## config.mk

```make
export PLATFORM = sky130hd
export DESIGN_NAME = flash_wp_ctrl
export DESIGN_NICKNAME = d
export VERILOG_FILES = /design/src/rtl/flash_wp_pkg.sv /design/src/rtl/wp_sync.sv /design/src/rtl/prot_range.sv /design/src/rtl/prot_regs.sv /design/src/rtl/flash_wp_ctrl.sv
export SDC_FILE = /design/constraint.sdc
export NUM_CORES = 1
export LEC_CHECK = 0
export ABC_CLOCK_PERIOD_IN_PS = 3900
export BUFFER_PORTS_ARGS = -buffer_cell sky130_fd_sc_hd__buf_2
export CAP_MARGIN = 20
export CORE_MARGIN = 1.5
export CORE_UTILIZATION = 40
export CTS_BUF_LIST = sky130_fd_sc_hd__clkbuf_4
export DETAILED_ROUTE_END_ITERATION = 10
export GPL_TIMING_DRIVEN = 0
export HOLD_SLACK_MARGIN = 0.12
export PLACE_DENSITY = 0.8
export SYNTH_ARGS = -nofsm -noshare
export SYNTH_HDL_FRONTEND = slang
export SYNTH_SLANG_ARGS = --single-unit
```

## constraint.sdc

```tcl
create_clock -name clk_i -period 3.9 [get_ports clk_i]
set_clock_uncertainty 0.15 [all_clocks]
set_input_delay 0.39 -clock clk_i [delete_from_list [all_inputs] [get_ports clk_i]]
set_output_delay 0.39 -clock clk_i [all_outputs]
set_load 0.03 [all_outputs]
```

## src/rtl/flash_wp_pkg.sv

```systemverilog
package flash_wp_pkg;
  localparam int unsigned CODE_W   = 3;
  localparam int unsigned CODE_LSB = 2;
  localparam int unsigned LOCK_BIT = 7;
  localparam int unsigned STAT_W   = 8;

  typedef struct packed {
    logic              lock;
    logic [CODE_W-1:0] code;
  } prot_state_t;

  localparam prot_state_t PROT_RST = '{lock: 1'b0, code: '1};
endpackage

```

## src/rtl/wp_sync.sv

```systemverilog
module wp_sync #(
  parameter int unsigned STAGES = 2
) (
  input  logic clk_i,
  input  logic rst_ni,
  input  logic d_i,
  output logic q_o
);
  logic [STAGES-1:0] chain_q;

  genvar g;
  generate
    for (g = 0; g < STAGES; g++) begin : g_stage
      always_ff @(posedge clk_i or negedge rst_ni) begin
        if (!rst_ni) chain_q[g] <= 1'b0;
        else if (g == 0) chain_q[g] <= d_i;
        else chain_q[g] <= chain_q[(g == 0) ? 0 : g-1];
      end
    end
  endgenerate

  assign q_o = chain_q[STAGES-1];
endmodule

```

## src/rtl/prot_range.sv

```systemverilog
module prot_range
  import flash_wp_pkg::*;
#(
  parameter int unsigned BLK_W = 5
) (
  input  logic [CODE_W-1:0] code_i,
  input  logic [BLK_W-1:0]  blk_i,
  output logic              hit_o,
  output logic              clear_o
);
  localparam logic [BLK_W:0]    NUM_BLK   = (BLK_W+1)'(1) << BLK_W;
  localparam logic [CODE_W-1:0] CODE_FULL = CODE_W'(BLK_W + 1);

  logic [BLK_W:0] prot_cnt;
  logic [BLK_W:0] low_bound;

  // protected count doubles per code step, saturating at the whole array
  always_comb begin
    if (code_i == '0)            prot_cnt = '0;
    else if (code_i >= CODE_FULL) prot_cnt = NUM_BLK;
    else                         prot_cnt = (BLK_W+1)'(1) << (code_i - 1'b1);
  end

  assign low_bound = NUM_BLK - prot_cnt;
  assign hit_o     = {1'b0, blk_i} >= low_bound;
  assign clear_o   = (code_i == '0);
endmodule

```

## src/rtl/prot_regs.sv

```systemverilog
module prot_regs
  import flash_wp_pkg::*;
(
  input  logic              clk_i,
  input  logic              rst_ni,
  input  logic              wr_i,
  input  logic              lock_d_i,
  input  logic [CODE_W-1:0] code_d_i,
  input  logic              wp_hi_i,
  output prot_state_t       state_o,
  output logic              wr_ok_o
);
  prot_state_t state_q;

  assign wr_ok_o = wp_hi_i | ~state_q.lock;

  always_ff @(posedge clk_i or negedge rst_ni) begin
    if (!rst_ni) state_q <= PROT_RST;
    else if (wr_i && wr_ok_o) begin
      state_q.lock <= lock_d_i;
      state_q.code <= code_d_i;
    end
  end

  assign state_o = state_q;
endmodule

```

## src/rtl/flash_wp_ctrl.sv

```systemverilog
module flash_wp_ctrl
  import flash_wp_pkg::*;
#(
  parameter int unsigned ADDR_W    = 21,
  parameter int unsigned BLK_SHIFT = 16,
  parameter int unsigned SYNC_N    = 2
) (
  input  logic              clk_i,
  input  logic              rst_ni,
  input  logic              wp_pin_i,
  input  logic              sr_wr_i,
  input  logic [STAT_W-1:0] sr_data_i,
  input  logic              prog_req_i,
  input  logic              serase_req_i,
  input  logic              cerase_req_i,
  input  logic [ADDR_W-1:0] addr_i,
  output logic              grant_o,
  output logic              deny_o,
  output logic [STAT_W-1:0] status_o
);
  localparam int unsigned BLK_W = ADDR_W - BLK_SHIFT;

  logic        wp_s;
  prot_state_t state;
  logic        wr_ok, blk_hit, code_clear;
  logic        any_req, all_ok;
  logic        grant_q, deny_q;

  wp_sync #(.STAGES(SYNC_N)) u_sync (
    .clk_i (clk_i),
    .rst_ni(rst_ni),
    .d_i   (wp_pin_i),
    .q_o   (wp_s)
  );

  prot_regs u_regs (
    .clk_i   (clk_i),
    .rst_ni  (rst_ni),
    .wr_i    (sr_wr_i),
    .lock_d_i(sr_data_i[LOCK_BIT]),
    .code_d_i(sr_data_i[CODE_LSB +: CODE_W]),
    .wp_hi_i (wp_s),
    .state_o (state),
    .wr_ok_o (wr_ok)
  );

  prot_range #(.BLK_W(BLK_W)) u_range (
    .code_i (state.code),
    .blk_i  (addr_i[ADDR_W-1:BLK_SHIFT]),
    .hit_o  (blk_hit),
    .clear_o(code_clear)
  );

  assign any_req = sr_wr_i | prog_req_i | serase_req_i | cerase_req_i;
  assign all_ok  = (~sr_wr_i | wr_ok)
                 & (~(prog_req_i | serase_req_i) | ~blk_hit)
                 & (~cerase_req_i | code_clear);

  always_ff @(posedge clk_i or negedge rst_ni) begin
    if (!rst_ni) begin
      grant_q <= 1'b0;
      deny_q  <= 1'b0;
    end else begin
      grant_q <= any_req & all_ok;
      deny_q  <= any_req & ~all_ok;
    end
  end

  always_comb begin
    status_o                        = '0;
    status_o[LOCK_BIT]              = state.lock;
    status_o[CODE_LSB +: CODE_W]    = state.code;
  end

  assign grant_o = grant_q;
  assign deny_o  = deny_q;

  logic unused_bits;
  assign unused_bits = ^{sr_data_i[6:5], sr_data_i[1:0], addr_i[BLK_SHIFT-1:0]};
endmodule

```

==> flow_summary.ini, run 1 <==
[worst_setup_path]
worstSetupPathType = flip-flop to flip-flop
cp-end-kind = flip-flop
cp_max_fo = 9
crit_path_start = u_regs.state_o[0]
start_kind = flip-flop
crit_arrival_ns = 3.12
cp.required_ns = 3.89
reg2reg_slack_ns = 0.77
reg2reg_from = u_regs.state_o[0]
r2r_cells = 12

[cts]
ctsResizeCount = 0
clkSinkCount = 8
cts_setup_buffers = 0
clk_latency_ns = 0.25
clockRootBuffer = clkbuf_4
tritoncts = done
clockBufferDepth = 2
numCtsBuffers = 3
path_clk_slew_ns = 0.06
htreeDepth = 1

[grt]
antenna_found_initial = 0
grt_pass1_wl_um = 1590
grt_pass1_vias = 448
grt_usage_pct = 14.2
grt_max_degree = 10
grt_overflow_total = 0

[final_layout]
diodes = 0
area_delta_synth_final_pct = 31.4
drive_gt1_share_pct = 41.8
regArea_um2 = 204
fin_cells = 106
finish.utilization_pct = 58.1
multi_input_area_um2 = 333
final_common_cell = buf_2
fillers = 130
mostFrequentLayoutCells = buf_2, inv_1, ha_1
fin_nets = 135

[floorplan]
die_h_um = 41.4
die-area_um2 = 1710
die_x_um = 41.4
num_rows = 13
pin_count = 46
core-area_um2 = 1330
initial_core_util_pct = 44.2

[logic_synthesis]
synth_area_leaders = dfrtp_1, ha_1, dfstp_2
synth-edff-count = 0
synth_cell_types = 27
yosysSeqAreaShare_pct = 34.6
syn_area_per_cell_um2 = 9.66
ys_async_sr_fraction_pct = 100
synth_top_area_share_pct = 21.2
yosysWarningCount = 0
synth_top_cell_by_area = dfrtp_1
synth_area_um2 = 589
ys_ff_latch = 8
synthFlopType = dfrtp_1
syn_inst = 61

[timing]
tns_ns = 0
grt_setup_unrepaired = false
drv_slew = 0
setup_viol = 0
finalHoldViolations = 0
fin_crit_ns = 3.13
max_freq_ghz = 0.320
finalCritPeriodShare_pct = 80.2
hold_slack_ns = 0.192

[placement]
hpwl_um = 866
port_buffers = 21
gp_congestion = 0.668
place_inst = 100

[routing]
vias = 518
routedWlPerCell_um = 9.67
routed_via_density = 4.89
ant_nets = 0
drc_errors = 0
first_iter_violations = 3
routed_wl_um = 1030
drtPass1Iterations = 3

[power_and_ir_drop]
p_per_area_nw_per_um2 = 429
p_leak_nw = 0.417
finalPower_w = 0.000332
vdd_drop_max_mv = 0.184

[status]
outcome = finished, final reports clean

[min_path]
hold_depth = 0
hold_start = u_sync.chain_q[0]
min_path_type = flip-flop to flip-flop

[run]
maxCapViolCount = 0
per-stage QoR:
stage | setup WS (ns) | area [µm²]
after floorplan | 0.866 | 601
after global placement | 0.802 | 724
after detailed placement | 0.732 | 724
after CTS | 0.730 | 774
after global routing | 0.517 | 774
final | 0.774 | 774
metal layers:
| layer | wire (µm) | up-vias | GRT usage (%) |
|---|---|---|---|
| met5 | 0 | - | 0 |
| met1 | 462 | 235 | 15.2 |
| met4 | 0 | 0 | 7.26 |
| li1 | - | 264 | - |
| met2 | 491 | 19 | 27.0 |
| met3 | 71 | 0 | 1.60 |
power breakdown:
group / internal [W] / switching (W)
Combinational: 0.0000647 / 0.0000817
Clock: 0.0000461 / 0.0000280
Sequential: 0.0000999 / 0.0000121
Total: 0.000211 / 0.000122
critical path: stages, from the launching register on:
cell and delay [ns]:
dfstp_2 0.60, nor2_2 0.07, ha_1 0.30, inv_1 0.06, nor2_1 0.25, nand3b_1 0.15, ha_1 0.24, and4bb_2 0.23
a221oi_1 0.29, ha_1 0.16, o21ai_0 0.07, o31a_1 0.25, o211a_1 0.20
cells in the mapped netlist, types with 2 or more instances:
cell type and count:
ha_1 7, nor2_1 4, mux2_2 3, dfstp_2 3, nand3b_1 2, inv_1 9, dfrtp_1 5, nand2_1 4
o21ai_0 3, buf_4 4
sequential cells by signal, indices dropped and copies added, names as in the netlist:
| name | cells |
|---|---|
| deny_o | 1 |
| u_regs.state_o | 4 |
| u_sync.q_o | 1 |
| grant_o | 1 |
| u_sync.chain_q | 1 |
worst paths after layout:
kind,endpoint
max in group asynchronous,u_regs.state_o[2]
min,u_sync.q_o
min in group asynchronous,u_sync.q_o
min reg2reg,u_sync.q_o
max reg2reg,grant_o
max,grant_o
layout make-up:
| class | instances | share of cell area (%) |
|---|---|---|
| buffer | 4 | 3.88 |
| inverter | 9 | 4.36 |
| timing repair buffer | 23 | 16.2 |
| clock buffer | 4 | 3.88 |
| tap | 15 | 2.42 |
| sequential | 8 | 26.3 |
| multi-input combinational | 43 | 43.0 |
cell families (layout without fill, tap and decap cells):
| kind of cell | after synthesis | in the layout | share of synthesized area, % |
|---|---|---|---|
| other | 1 | 4 | 0.636 |
| AO/OA/AOI/OAI | 11 | 11 | 14.4 |
| XOR/XNOR | 1 | 1 | 1.49 |
| adder cells (fa/ha/maj) | 7 | 7 | 14.9 |
| flip-flops | 8 | 8 | 34.6 |
| buffers and inverters | 13 | 40 | 10.8 |
| AND/OR/NAND/NOR | 17 | 17 | 17.4 |
| multiplexers | 3 | 3 | 5.73 |
what timing repair did:
action	in CTS	in global routing
endpoints found under the hold margin	9	0
endpoints found under the setup margin	0	0
hold buffers	2	0
(Power assumes the default switching activity.)
==> inputs of run 2 (changes only) <==
ABC_CLOCK_PERIOD_IN_PS = 2800   (was 3900)
CORE_UTILIZATION = 36   (was 40)
PLACE_DENSITY = 0.76   (was 0.8)
clock period = 2.8 ns   (was 3.9 ns; I/O delays follow)
==> run 2 against run 1 <==
Compared with the run above:
- sequential cell count unchanged
- global-route usage increased by 0.97 points
- via count increased by 10%
- non-clock buffer count increased by 9
- sequential power increased by 31%
- final area increased by 16%
- routed wire length increased by 19%
- worst setup slack got worse by 0.71 ns
- core utilization increased by 1.0 points
- critical path depth unchanged
- critical endpoint unchanged
- final cell count increased by 9.4%
- combinational power increased by 89%
==> flow_summary.ini, run 2 (synthesis results as in run 1) <==
[grt]
grt_pass1_wl_um = 2180
grt_overflow_total = 0
grt_max_degree = 9
grt_pass1_vias = 550
grt_usage_pct = 15.2
antenna_found_initial = 0

[timing]
fin_crit_ns = 2.73
grt_setup_unrepaired = true
max_freq_ghz = 0.366
drv_slew = 0
finalHoldViolations = 0
setup_viol = 0
finalCritPeriodShare_pct = 97.7

[final_layout]
fin_area_um2 = 901
fin_cells = 116
final_common_cell = buf_2
drive_gt1_share_pct = 49.0
diodes = 0
mostFrequentLayoutCells = buf_2, buf_4, inv_1
fillers = 138
largest_reg_flops = 4
fin_nets = 144
area_delta_synth_final_pct = 52.9

[run]
maxCapViolCount = 0

[routing]
ant_nets = 0
vias = 570
drtPass1Iterations = 2
drc_errors = 0
routed_wl_um = 1220
routedWlPerCell_um = 10.5
routed_via_density = 4.91
first_iter_violations = 2

[placement]
gp_congestion = 0.653
hpwl_um = 896
place_inst = 101
postPlaceCellArea_um2 = 742
port_buffers = 21

[worst_setup_path]
cp.required_ns = 2.79
start_kind = flip-flop
critPathMaxStageDelay_ns = 0.53
cp-end-kind = flip-flop
r2r_cells = 12
crit_slowest_cell = dfstp_2
worstSetupPathType = flip-flop to flip-flop
cp_max_fo = 5
crit_arrival_ns = 2.72
path_cells = inv_1, ha_4, inv_2, nor2_4, nand3b_1, ha_2, and4bb_2, a221oi_2, ha_1, o21ai_1, o31a_1, o211a_1

[cts]
numCtsBuffers = 3
clk_latency_ns = 0.25
clockRootBuffer = clkbuf_4
htreeDepth = 1
path_clk_slew_ns = 0.05
tritoncts = done
clockBufferDepth = 2
clkSinkCount = 8

[status]
outcome = finished, final reports clean

[power_and_ir_drop]
p_leak_nw = 0.460
finalPower_w = 0.000526
vdd_drop_max_mv = 0.314
p_per_area_nw_per_um2 = 584

[floorplan]
die_x_um = 43.5
pin_count = 46
core-area_um2 = 1520
num_rows = 14
initial_core_util_pct = 38.7
die-area_um2 = 1890
die_h_um = 43.5

[min_path]
hold_depth = 3
min_path_type = input port to flip-flop
-- run 2: power breakdown --
| group | internal [W] | switching, W | leakage [nW] |
|---|---|---|---|
| registers | 0.000139 | 0.00000873 | 0.0895 |
| clock network | 0.0000642 | 0.0000389 | 0.0184 |
| logic | 0.000128 | 0.000148 | 0.352 |
| total | 0.000331 | 0.000195 | 0.460 |
-- run 2: per-stage QoR --
stage	hold slack [ns]	setup TNS [ns]	setup WS [ns]	util (%)
after CTS	0.157	0	0.0126	57.5
final	0.160	0	0.0654	59.1
after floorplan	-0.166	-0.0821	-0.0821	-
after detailed placement	-0.0187	-0.258	-0.138	48.7
after global placement	-0.0256	-0.157	-0.105	48.7
after global routing	0.173	-0.0746	-0.0590	59.1
-- run 2: layout make-up --
class	instances	area (µm²)	share of cell area, %
Buffer	4	30.0	3.33
Clock buffer	4	30.0	3.33
Inverter	9	33.8	3.75
Multi-Input combinational cell	43	380	42.2
Sequential cell	8	204	22.6
Tap cell	16	20.0	2.22
Timing Repair Buffer	32	203	22.5
-- run 2: path summary, 6_finish.rpt --
| check | slack (ns) | to | start |
|---|---|---|---|
| worst min-delay path | 0.16 | deny_o | cerase_req_i |
| worst min register to register | 0.21 | u_sync.q_o | u_sync.chain_q[0] |
| max in group asynchronous | 2.00 | u_regs.state_o[2] | rst_ni |
| min in group asynchronous | 0.26 | u_sync.chain_q[0] | rst_ni |
| worst max register to register | 0.07 | grant_o | u_regs.state_o[2] |
| worst max-delay path | 0.07 | grant_o | u_regs.state_o[2] |
-- run 2: metal layers --
layer	wire, µm	GRT usage, %	vias up	share of wire, %
met2	593	26.0	18	49
met5	0	0	-	0
met4	0	9.09	0	0
met1	558	18.2	265	46
met3	67	1.67	0	5.5
li1	-	-	287	-
-- run 2: critical path, delay by kind of cell, from the launching register on --
| family | cells | cell delay (ns) |
|---|---|---|
| and+or+nand+nor | 3 | 0.46 |
| adders and majority gates | 3 | 0.62 |
| buffers and inverters | 2 | 0.10 |
| AOI/OAI and AO/OA | 4 | 0.74 |
| DFF | 1 | 0.53 |
-- run 2: timing repair --
item / CTS / global route
resized for setup: 2 / 3
setup endpoints to repair: 2 / 2
pin swaps: 3 / 3
hold endpoints to repair: 13 / 0
setup buffers: 4 / 1
hold buffers: 6 / 0
